## src/rtl/uirq_pkg.sv

```systemverilog
package uirq_pkg;
  localparam int NUM_LIVE = 5;
  localparam int NUM_EVT  = 5;
  localparam int IRQ_W    = NUM_LIVE + NUM_EVT;

  localparam int OFF_ENABLE  = 'h08;
  localparam int OFF_DISABLE = 'h0C;
  localparam int OFF_MASK    = 'h10;
  localparam int OFF_STATUS  = 'h14;

  typedef logic [IRQ_W-1:0] irq_vec_t;
endpackage

```

## src/rtl/uirq_decode.sv

```systemverilog
module uirq_decode #(
  parameter int ADDR_W = 8
) (
  input  logic              wr_i,
  input  logic [ADDR_W-1:0] addr_i,
  output logic              we_set_o,
  output logic              we_clr_o,
  output logic              we_ack_o,
  output logic              sel_mask_o,
  output logic              sel_stat_o
);
  localparam logic [ADDR_W-1:0] A_EN   = ADDR_W'(uirq_pkg::OFF_ENABLE);
  localparam logic [ADDR_W-1:0] A_DIS  = ADDR_W'(uirq_pkg::OFF_DISABLE);
  localparam logic [ADDR_W-1:0] A_MASK = ADDR_W'(uirq_pkg::OFF_MASK);
  localparam logic [ADDR_W-1:0] A_STAT = ADDR_W'(uirq_pkg::OFF_STATUS);

  always_comb begin
    sel_mask_o = (addr_i == A_MASK);
    sel_stat_o = (addr_i == A_STAT);
    we_set_o   = wr_i && (addr_i == A_EN);
    we_clr_o   = wr_i && (addr_i == A_DIS);
    we_ack_o   = wr_i && sel_stat_o;
  end
endmodule

```

## src/rtl/uirq_mask.sv

```systemverilog
module uirq_mask
  import uirq_pkg::*;
(
  input  logic     clk,
  input  logic     rst_n,
  input  logic     we_set_i,
  input  logic     we_clr_i,
  input  logic     wr_any_i,
  input  logic     sel_mask_i,
  input  irq_vec_t wbits_i,
  output irq_vec_t mask_o
);
  irq_vec_t mask_q, mask_d;
  logic     mask_en;

  always_comb begin
    mask_en = we_set_i | we_clr_i;
    mask_d  = mask_q;
    if (we_set_i) mask_d = mask_q | wbits_i;
    else if (we_clr_i) mask_d = mask_q & ~wbits_i;
  end

  always_ff @(posedge clk or negedge rst_n) begin
    if (!rst_n) mask_q <= '0;
    else if (mask_en) mask_q <= mask_d;
  end

  assign mask_o = mask_q;

  p_enable_sets_r5: assert property (@(posedge clk) disable iff (!rst_n)
    we_set_i |=> ((mask_q & $past(wbits_i)) == $past(wbits_i)));
  p_disable_clears_r6: assert property (@(posedge clk) disable iff (!rst_n)
    we_clr_i |=> ((mask_q & $past(wbits_i)) == '0));
  p_mask_ro_r7: assert property (@(posedge clk) disable iff (!rst_n)
    (wr_any_i && sel_mask_i) |=> $stable(mask_q));
endmodule

```

## src/rtl/uirq_sticky.sv

```systemverilog
module uirq_sticky
  import uirq_pkg::*;
(
  input  logic                clk,
  input  logic                rst_n,
  input  logic [NUM_LIVE-1:0] live_i,
  input  logic [NUM_EVT-1:0]  evt_i,
  input  logic                we_ack_i,
  input  irq_vec_t            wbits_i,
  output irq_vec_t            flags_o
);
  irq_vec_t flags_q, flags_d, src;

  assign src = {evt_i, live_i};

  for (genvar b = 0; b < IRQ_W; b++) begin : g_bit
    always_comb begin
      flags_d[b] = flags_q[b];
      if (we_ack_i && wbits_i[b]) flags_d[b] = 1'b0;
      if (src[b]) flags_d[b] = 1'b1;
    end
  end

  always_ff @(posedge clk or negedge rst_n) begin
    if (!rst_n) flags_q <= '0;
    else flags_q <= flags_d;
  end

  assign flags_o = flags_q;

  p_live_sets_r2: assert property (@(posedge clk) disable iff (!rst_n)
    (live_i != '0) |=> ((flags_q[NUM_LIVE-1:0] & $past(live_i)) == $past(live_i)));
  p_evt_sets_r3: assert property (@(posedge clk) disable iff (!rst_n)
    (evt_i != '0) |=> ((flags_q[IRQ_W-1:NUM_LIVE] & $past(evt_i)) == $past(evt_i)));
  p_hold_r4: assert property (@(posedge clk) disable iff (!rst_n)
    (!we_ack_i && src == '0) |=> $stable(flags_q));
  p_ack_clears_r8: assert property (@(posedge clk) disable iff (!rst_n)
    (we_ack_i && src == '0) |=> ((flags_q & $past(wbits_i)) == '0));
endmodule

```

## src/rtl/uirq_ctrl.sv

```systemverilog
module uirq_ctrl
  import uirq_pkg::*;
#(
  parameter int ADDR_W = 8,
  parameter int DATA_W = 32
) (
  input  logic                clk,
  input  logic                rst_n,
  input  logic                wr_i,
  input  logic [ADDR_W-1:0]   addr_i,
  input  logic [DATA_W-1:0]   wdata_i,
  output logic [DATA_W-1:0]   rdata_o,
  input  logic [NUM_LIVE-1:0] live_i,
  input  logic [NUM_EVT-1:0]  evt_i,
  output logic                irq_o
);
  localparam int PAD_W = DATA_W - IRQ_W;

  logic [1:0] rst_sync_q;
  logic       rst_int_n;
  logic       we_set, we_clr, we_ack, sel_mask, sel_stat;
  irq_vec_t   wbits, mask, flags;
  logic [PAD_W-1:0] unused_wdata_hi;

  always_ff @(posedge clk or negedge rst_n) begin
    if (!rst_n) rst_sync_q <= 2'b00;
    else rst_sync_q <= {rst_sync_q[0], 1'b1};
  end
  assign rst_int_n = rst_sync_q[1];

  assign wbits           = wdata_i[IRQ_W-1:0];
  assign unused_wdata_hi = wdata_i[DATA_W-1:IRQ_W];

  uirq_decode #(.ADDR_W(ADDR_W)) u_dec (
    .wr_i(wr_i), .addr_i(addr_i), .we_set_o(we_set), .we_clr_o(we_clr),
    .we_ack_o(we_ack), .sel_mask_o(sel_mask), .sel_stat_o(sel_stat)
  );

  uirq_mask u_mask (
    .clk(clk), .rst_n(rst_int_n), .we_set_i(we_set), .we_clr_i(we_clr),
    .wr_any_i(wr_i), .sel_mask_i(sel_mask), .wbits_i(wbits), .mask_o(mask)
  );

  uirq_sticky u_flags (
    .clk(clk), .rst_n(rst_int_n), .live_i(live_i), .evt_i(evt_i),
    .we_ack_i(we_ack), .wbits_i(wbits), .flags_o(flags)
  );

  always_comb begin
    rdata_o = '0;
    if (sel_mask) rdata_o = {{PAD_W{1'b0}}, mask};
    else if (sel_stat) rdata_o = {{PAD_W{1'b0}}, flags};
  end

  assign irq_o = |(mask & flags);

  p_irq_needs_flag_r10: assert property (@(posedge clk) disable iff (!rst_int_n)
    (flags == '0) |-> !irq_o);
  p_irq_needs_mask_r10: assert property (@(posedge clk) disable iff (!rst_int_n)
    (mask == '0) |-> !irq_o);
  p_set_wins_r9: assert property (@(posedge clk) disable iff (!rst_int_n)
    (we_ack && (live_i[0] || evt_i[0])) |=> (flags[0] || flags[NUM_LIVE]));
endmodule

```

## config.mk

```make
export PLATFORM = sky130hd
export DESIGN_NAME = uirq_ctrl
export DESIGN_NICKNAME = d
export VERILOG_FILES = /design/src/rtl/uirq_pkg.sv /design/src/rtl/uirq_decode.sv /design/src/rtl/uirq_mask.sv /design/src/rtl/uirq_sticky.sv /design/src/rtl/uirq_ctrl.sv
export SDC_FILE = /design/constraint.sdc
export NUM_CORES = 1
export LEC_CHECK = 0
export BUFFER_PORTS_ARGS = -buffer_cell sky130_fd_sc_hd__buf_2
export CORE_MARGIN = 5
export CORE_UTILIZATION = 45
export DETAILED_ROUTE_END_ITERATION = 10
export HOLD_SLACK_MARGIN = 0.12
export MAX_ROUTING_LAYER = met4
export PLACE_DENSITY = 0.85
export RECOVER_POWER = 100
export SKIP_LAST_GASP = 1
export SLEW_MARGIN = 20
export SYNTH_ARGS = -nofsm -noshare
export SYNTH_HDL_FRONTEND = slang
export SYNTH_SLANG_ARGS = --single-unit
```

## constraint.sdc

```tcl
create_clock -name clk -period 3.2 [get_ports clk]
set_input_delay 0.48 -clock clk [delete_from_list [all_inputs] [get_ports clk]]
set_output_delay 0.48 -clock clk [all_outputs]
set_load 0.01 [all_outputs]
```

==> flow_metrics.env, run 1 <==
export IMPL_netlist_area_leader_share=0.412
export IMPL_totalWireLength_mm=2.83
export IMPL_place_congestion=0.830
export IMPL_ctsResizeCount=0
export IMPL_htreeDepth=1
export IMPL_rsz0062_at_grt="no"
export IMPL_p_clk_frac=0.249
export IMPL_final_nets=229
export IMPL_final_cells=205
export IMPL_max_freq_ghz=0.446
export IMPL_synth_yosys_seq_area_share=0.412
export IMPL_die_y_um=64.5
export IMPL_setup_tns_final_ns=0
export IMPL_max_slew_margin=-0.121
export IMPL_ys_ff_latch=22
export IMPL_slowest_delay_ns=0.80
export IMPL_grt_pass1_wl_mm=4.71
export IMPL_synthTopCellsByArea="dfrtp_1 (41%), mux2i_1 (15%), buf_4 (13%)"
export IMPL_post_route_period_util=0.700
export IMPL_path_clk_slew_ns=0.11
export IMPL_violations="max-capacitance violations, max-slew violations"
export IMPL_hold_viol=0
export IMPL_cap_violations=1
export IMPL_min_period_ns=2.24
export IMPL_start_util=0.477
export IMPL_switching_share=0.261
export IMPL_arrival_ns=1.76
export IMPL_powerDensity_nw_per_um2=322
export IMPL_core_um2=2810
export IMPL_grt_max_degree=22
export IMPL_cts_hold_buf=1
export IMPL_crit_chain="clkbuf_1, mux2i_1, nor2_1, clkbuf_1"
export IMPL_cp_common_cell="clkbuf_1"
export IMPL_setup_viol=0
export IMPL_synth_warnings=0
export IMPL_internal_power_uw=354
export IMPL_final_layout_size_suffix_gt1_frac=0.207
export IMPL_cts_tree="done"
export IMPL_crit_type="primary input to output port"
export IMPL_synthCells=133
export IMPL_routedWlPerCell_um=13.8
export IMPL_worst_slew_pin_transition_ns=1.66
export IMPL_p_leak_uw=0.000754
export IMPL_portBuffers=41
export IMPL_cp_depth=4
export IMPL_insertion_delay_ns=0.29
export IMPL_vias=1062
export IMPL_required_ns=2.72
export IMPL_dieArea_um2=4160
export IMPL_crit_slowest_cell="clkbuf_1"
export IMPL_critPathMaxFanout=21
export IMPL_cts_sinks=22
export IMPL_avgViaCountPerCell=5.18
export IMPL_path_buf_inv=2
export IMPL_status="finished with violations"
export IMPL_ir_drop_uv=216
export IMPL_antenna_found_initial=0
export IMPL_postCtsSetupBuffers=0
export IMPL_drt_iter0_drc=23
export IMPL_synth_top_cell_by_area="dfrtp_1"
export IMPL_drtAntennaViolNets=0
export IMPL_grt_util_all_layers=0.148
export IMPL_start_kind="primary input"
export IMPL_fin_skew_ns=0.00175
export IMPL_end_kind="output port"
export IMPL_combPwrFrac=0.134
export IMPL_cts_buffers=3
export IMPL_synth_area_per_cell_um2=10.1
export IMPL_first_global_vias=1010
export IMPL_hp_class="flip-flop to asynchronous set/reset pin"
export IMPL_reg2reg_slack_ns=2.36
export IMPL_n_antenna_cell=0
export IMPL_die_w_um=64.5
export IMPL_synth_cell_area_um2=1340
export IMPL_ioPinCount=86
export IMPL_finalWorstSetupSlack_ns=0.960
export IMPL_reg2reg_depth=0
export IMPL_clk_path_buf_depth=2
export IMPL_slew_violations=11
export IMPL_cts_root_buffer="clkbuf_4"
export IMPL_p_switching_uw=125
export IMPL_place_inst=201
export IMPL_fp_row_count=19
export IMPL_syn_to_final_growth_pct=11.1
export IMPL_path_delay_family="buffers and inverters"
export IMPL_place_ws_ns=1.17
export IMPL_grt_overflow_total=0
export IMPL_drc=0
export IMPL_p_seq_frac=0.616
export IMPL_synth_distinct_cells=19
export IMPL_dr_pass1_iters=4
export IMPL_rr_startpoint="rst_sync_q[1]$_DFF_PN0_"
export IMPL_hpwl_mm=2.24
per-layer routing:
metal	GRT usage	part of all wire
met5	-	0
met4	0.0396	0.0028
met3	0.0242	0.092
met2	0.235	0.50
met1	0.197	0.41
power groups by stage:
stage	logic, uW	registers [uW]	clock network (uW)
6_report	64.3	295	119
5_1_grt	70.9	298	136
4_1_cts	65.7	296	125
3_5_place_dp	64.9	301	0
3_3_place_gp	63.6	301	0
2_1_floorplan	55.8	298	0
cells in the final DEF (no fill, tap or decap):
master         synthesis  final
nor4b_1                0      1
mux2i_1               20     20
a21o_1                10     10
a221oi_1               1      1
buf_4                 23      2
nor2_1                10     10
nand2_2                1      1
nor3_1                 1      1
clkbuf_4               0      3
dlygate4sd3_1          0      1
nor4b_4                2      1
nor4b_2                1      1
and2_0                 0      1
buf_2                  2     28
inv_1                 10     10
nand3_1               10     10
a22oi_1                3      3
clkbuf_1               2     13
nand4_1               11     11
a22o_1                 1      1
dfrtp_1               22     22
conb_1                 2     23
metrics by stage:
stage | area, um2 | util | hold WS, ns | power, uW
2_1_floorplan | 1420 | - | 0.184 | 354
3_3_place_gp | 1490 | 0.529 | 0.267 | 364
3_5_place_dp | 1490 | 0.529 | 0.268 | 366
4_1_cts | 1520 | 0.541 | 0.341 | 486
5_1_grt | 1490 | 0.530 | 0.336 | 504
6_report | 1490 | 0.530 | 0.341 | 479
how the worst max path moves through the flow:
stage | to | start | slack [ns]
after floorplan | rdata_o[0] | addr_i[7] | 1.45
after global placement | rdata_o[5] | addr_i[7] | 1.19
after detailed placement | rdata_o[6] | addr_i[7] | 1.17
after CTS | rdata_o[6] | addr_i[7] | 1.17
after global routing | rdata_o[7] | addr_i[2] | 0.77
final | rdata_o[7] | addr_i[2] | 0.96
synth_stat cells:
library cell	count
a21o_1	10
a221oi_1	1
a22o_1	1
a22oi_1	3
and2_1	1
buf_2	2
buf_4	23
clkbuf_1	2
conb_1	2
dfrtp_1	22
inv_1	10
mux2i_1	20
nand2_2	1
nand3_1	10
nand4_1	11
nor2_1	10
nor3_1	1
nor4b_2	1
nor4b_4	2
area by class of cell:
cell class	instances	area, um2
repair buffers	44	214
fillers	276	1320
inverters	10	37.5
well taps	31	38.8
flip-flops and latches	22	551
clock buffers	3	22.5
multi-input cells	95	623
logic make-up (layout without fill, tap and decap cells):
| kind of cell | after synthesis | after routing | share of synthesized area |
|---|---|---|---|
| simple gates | 37 | 37 | 0.177 |
| mux | 20 | 20 | 0.150 |
| buf+inv | 37 | 57 | 0.170 |
| compound gates | 15 | 15 | 0.0861 |
| flops | 22 | 22 | 0.412 |
| other cells | 2 | 23 | 0.00561 |
(Power assumes the default switching activity.)
==> inputs of run 2 (changes only) <==
Settings changed: CORE_UTILIZATION 45 to 42, PLACE_DENSITY 0.85 to 0.81.
Clock period 3.2 ns to 2.3 ns, I/O delays scaled along.
==> run 2 against run 1 <==
- the flow now finishes without violations
- combinational power increased by 43%
- via count rose by 2.3%
- global-route usage rose by 0.43 points
- largest power group unchanged
==> flow_metrics.env, run 2 (synthesis gave the netlist of run 1 again) <==
export IMPL_dieArea_um2=4410
export IMPL_use_met1=0.179
export IMPL_reg2reg_depth=0
export IMPL_end_kind="output port"
export IMPL_n_antenna_cell=0
export IMPL_fin_skew_ns=0.0120
export IMPL_layout_commonest_cell="buf_2"
export IMPL_grt_max_degree=21
export IMPL_required_ns=1.96
export IMPL_final_cell_mix="buf_2 (30), conb_1 (23), dfrtp_1 (22)"
export IMPL_min_period_ns=1.97
export IMPL_avgViaCountPerCell=4.96
export IMPL_die_w_um=66.4
export IMPL_status="completed"
export IMPL_cap_violations=0
export IMPL_cts_sinks=22
export IMPL_path_clk_slew_ns=0.12
export IMPL_postCtsSetupBuffers=0
export IMPL_cts_buffers=3
export IMPL_max_freq_ghz=0.508
export IMPL_drt_iter0_drc=19
export IMPL_place_congestion=0.813
export IMPL_dr_pass1_iters=4
export IMPL_crit_type="primary input to output port"
export IMPL_holdCritStartpoint="live_i[4]"
export IMPL_hp_class="primary input to flip-flop"
export IMPL_drtAntennaViolNets=0
export IMPL_routedWlPerCell_um=14.2
export IMPL_syn_to_final_growth_pct=12.9
export IMPL_p_leak_uw=0.000768
export IMPL_portBuffers=41
export IMPL_drc=0
export IMPL_place_inst=215
export IMPL_reg2reg_slack_ns=1.46
export IMPL_vias=1086
export IMPL_totalWireLength_mm=3.12
export IMPL_ioPinCount=86
export IMPL_place_ws_ns=0.592
export IMPL_setup_tns_final_ns=0
export IMPL_insertion_delay_ns=0.31
export IMPL_clk_path_buf_depth=2
export IMPL_met2_usage=0.249
export IMPL_grt_pass1_wl_mm=4.89
export IMPL_slew_violations=0
export IMPL_hpwl_mm=2.40
export IMPL_hold_path_depth=2
export IMPL_hold_ws_ns=0.197
export IMPL_setup_viol=0
export IMPL_worst_slew_pin_transition_ns=1.02
export IMPL_hold_end="u_flags.flags_o[4]$_DFFE_PN0P_"
export IMPL_cp_common_cell="clkbuf_1"
export IMPL_grt_busiest_layer="met2"
export IMPL_final_cells=219
export IMPL_finalWorstSetupSlack_ns=0.331
export IMPL_slowest_delay_ns=0.45
export IMPL_hold_viol=0
export IMPL_cts_root_buffer="clkbuf_4"
export IMPL_arrival_ns=1.62
export IMPL_first_global_vias=1091
export IMPL_final_layout_size_suffix_gt1_frac=0.223
export IMPL_grt_util_all_layers=0.152
export IMPL_rsz0062_at_grt="no"
export IMPL_post_dp_cell_area_um2=1510
export IMPL_n_fill_cell=325
export IMPL_start_util=0.438
export IMPL_critPathMaxFanout=11
export IMPL_crit_slowest_cell="clkbuf_1"
export IMPL_powerDensity_nw_per_um2=448
export IMPL_reg2reg_to="u_flags.flags_o[2]$_DFFE_PN0P_"
export IMPL_crit_chain="clkbuf_1, clkbuf_2, mux2i_1, nor2_1, clkbuf_1"
export IMPL_rr_startpoint="rst_sync_q[1]$_DFF_PN0_"
export IMPL_final_nets=230
export IMPL_cts_hold_buf=1
export IMPL_post_route_period_util=0.856
export IMPL_ctsResizeCount=0
export IMPL_htreeDepth=1
export IMPL_max_slew_margin=0.316
export IMPL_ir_drop_uv=243
export IMPL_fp_row_count=20
export IMPL_antenna_found_initial=0
export IMPL_core_um2=3050
export IMPL_cts_tree="done"
export IMPL_die_y_um=66.4
export IMPL_start_kind="primary input"
export IMPL_grt_util_met3=0.0272
export IMPL_design_area_um2=1510
export IMPL_grt_overflow_total=0
run 2: how the worst max path moves through the flow:
stage,from,end,cells after the start
floorplan,addr_i[7],rdata_o[0],4
global placement,addr_i[7],rdata_o[5],5
detailed placement,addr_i[7],rdata_o[5],5
CTS,flip-flop,irq_o,4
global route,addr_i[2],rdata_o[0],5
finish,addr_i[2],rdata_o[0],5
run 2: layout make-up:
class,instances,area (um2),share of cell area
flip-flops and latches,22,551,0.365
inverters,10,37.5,0.0249
repair buffers,45,221,0.147
well taps,44,55.1,0.0365
clock buffers,3,22.5,0.0149
multi-input cells,95,623,0.413
run 2: power breakdown:
part | leakage [uW] | internal (uW) | switching [uW] | total, uW
combinational | 0.000553 | 35.1 | 57.0 | 92.1
sequential | 0.000201 | 397 | 14.2 | 411
clock | 0.0000138 | 61.3 | 112 | 173
total | 0.000768 | 493 | 183 | 676
run 2: per-layer routing:
metal / part of all wire / vias to the layer above
met3: 0.095 / 4
met1: 0.41 / 525
met4: 0.019 / 0
li1: - / 506
met5: 0 / -
met2: 0.47 / 51
run 2: worst max-delay path: cells and delay by family:
kind | cells | cell delay [ns]
buffers and inverters | 3 | 0.97
AND/OR/NAND/NOR | 1 | 0.05
multiplexers | 1 | 0.26
run 2: per-stage QoR:
stage	total power (uW)	util
CTS	685	0.505
global route	712	0.495
floorplan	492	-
finish	676	0.495
detailed placement	512	0.494
global placement	509	0.494
==> inputs of run 3 (changes only) <==
Clock period 2.3 ns to 2.05 ns, I/O delays scaled along.
==> run 3 against run 2 <==
- setup slack worse by 0.13 ns
- largest power group unchanged
- routed wire length fell by 3.0%
- via count shrank 2.3%
- critical endpoint unchanged
==> flow_metrics.env, run 3 (synthesis gave the netlist of run 1 again) <==
export IMPL_grt_overflow_total=0
export IMPL_cap_violations=0
export IMPL_setup_viol=0
export IMPL_portBuffers=41
export IMPL_vias=1061
export IMPL_start_util=0.438
export IMPL_core_um2=3050
export IMPL_postCtsSetupBuffers=0
export IMPL_clk_path_buf_depth=2
export IMPL_hpwl_mm=2.28
export IMPL_drtAntennaViolNets=0
export IMPL_crit_type="primary input to output port"
export IMPL_start_kind="primary input"
export IMPL_slowest_delay_ns=0.38
export IMPL_drt_iter0_drc=29
export IMPL_crit_chain="clkbuf_1, nor4b_1, nand2_1, nor2_1, clkbuf_1"
export IMPL_hold_ws_ns=0.160
export IMPL_arrival_ns=1.54
export IMPL_grt_util_all_layers=0.143
export IMPL_powerDensity_nw_per_um2=585
export IMPL_place_ws_ns=0.420
export IMPL_ioPinCount=86
export IMPL_min_period_ns=1.85
export IMPL_post_route_period_util=0.902
export IMPL_routedWlPerCell_um=13.7
export IMPL_dr_pass1_iters=5
export IMPL_grt_max_degree=21
export IMPL_insertion_delay_ns=0.31
export IMPL_htreeDepth=1
export IMPL_dieArea_um2=4410
export IMPL_hold_viol=0
export IMPL_place_congestion=0.806
export IMPL_status="completed"
export IMPL_slew_violations=0
export IMPL_final_layout_size_suffix_gt1_frac=0.205
export IMPL_avgViaCountPerCell=4.82
export IMPL_required_ns=1.74
export IMPL_die_w_um=66.4
export IMPL_syn_to_final_growth_pct=14.7
export IMPL_ctsResizeCount=0
export IMPL_p_leak_uw=0.000770
export IMPL_cp_common_cell="clkbuf_1"
export IMPL_path_clk_slew_ns=0.13
export IMPL_finalWorstSetupSlack_ns=0.201
export IMPL_totalWireLength_mm=3.02
export IMPL_cts_hold_buf=1
export IMPL_end_kind="output port"
export IMPL_worst_slew_pin_transition_ns=0.979
export IMPL_rsz0062_at_grt="no"
export IMPL_first_global_vias=1047
export IMPL_fin_skew_ns=0.00304
export IMPL_n_fill_cell=317
export IMPL_crit_slowest_cell="nor4b_1"
export IMPL_die_y_um=66.4
export IMPL_final_cell_mix="buf_2 (28), conb_1 (23), dfrtp_1 (22)"
export IMPL_antenna_found_initial=0
export IMPL_n_antenna_cell=0
export IMPL_critPathMaxFanout=10
export IMPL_hp_class="primary input to flip-flop"
export IMPL_ir_drop_uv=315
export IMPL_cts_root_buffer="clkbuf_4"
export IMPL_place_inst=215
export IMPL_cts_buffers=3
export IMPL_layout_commonest_cell="buf_2"
export IMPL_drc=0
export IMPL_fp_row_count=20
export IMPL_max_freq_ghz=0.541
export IMPL_cts_tree="done"
export IMPL_final_cells=220
export IMPL_final_nets=230
export IMPL_grt_pass1_wl_mm=4.71
export IMPL_max_slew_margin=0.346
export IMPL_cts_sinks=22
export IMPL_setup_tns_final_ns=0
-- run 3: per-stage QoR --
stage | util | total power, uW | area (um2)
6_report | 0.502 | 897 | 1530
5_1_grt | 0.502 | 939 | 1530
4_1_cts | 0.515 | 909 | 1570
3_5_place_dp | 0.494 | 573 | 1510
3_3_place_gp | 0.494 | 570 | 1510
2_1_floorplan | - | 552 | 1420
-- run 3: critical path, delay by kind of cell --
family	cells	cell delay [ns]
AND/OR/NAND/NOR	3	0.94
buffers and inverters	2	0.29
-- run 3: final timing paths --
| check | slack, ns | cells past startpoint | start | endpoint |
|---|---|---|---|---|
| hold / removal | 0.16 | 2 | evt_i[1] | u_flags.flags_o[6]$_DFFE_PN0P_ |
| hold reg to reg | 0.35 | 0 | rst_sync_q[1]$_DFF_PN0_ | asynchronous set/reset pin |
| max in group asynchronous | 1.18 | 0 | rst_sync_q[1]$_DFF_PN0_ | u_flags.flags_o[7]$_DFFE_PN0P_ |
| setup reg to reg | 1.18 | 0 | rst_sync_q[1]$_DFF_PN0_ | u_flags.flags_o[7]$_DFFE_PN0P_ |
| min in group asynchronous | 0.29 | 2 | rst_n | rst_sync_q[0]$_DFF_PN0_ |
| setup / recovery | 0.20 | 5 | addr_i[7] | rdata_o[0] |
-- run 3: per-layer routing --
metal  wire [um]  up-vias  global-route usage
li1            -      507                   -
met1        1250      495               0.183
met2        1430       55               0.237
met3         315        4              0.0204
met4          22        0              0.0381
met5           0        -                   -
-- run 3: layout make-up --
class	count	area, um2	share of cell area
Multi-Input combinational cell	95	621	0.405
Tap cell	44	55.1	0.0359
Clock buffer	3	22.5	0.0147
Clock inverter	1	30.0	0.0196
Inverter	10	37.5	0.0245
Sequential cell	22	551	0.359
Timing Repair Buffer	45	218	0.142
-- run 3: power breakdown --
| group | switching [uW] | internal (uW) |
|---|---|---|
| logic | 62.6 | 39.4 |
| registers | 15.8 | 445 |
| clock network | 137 | 198 |
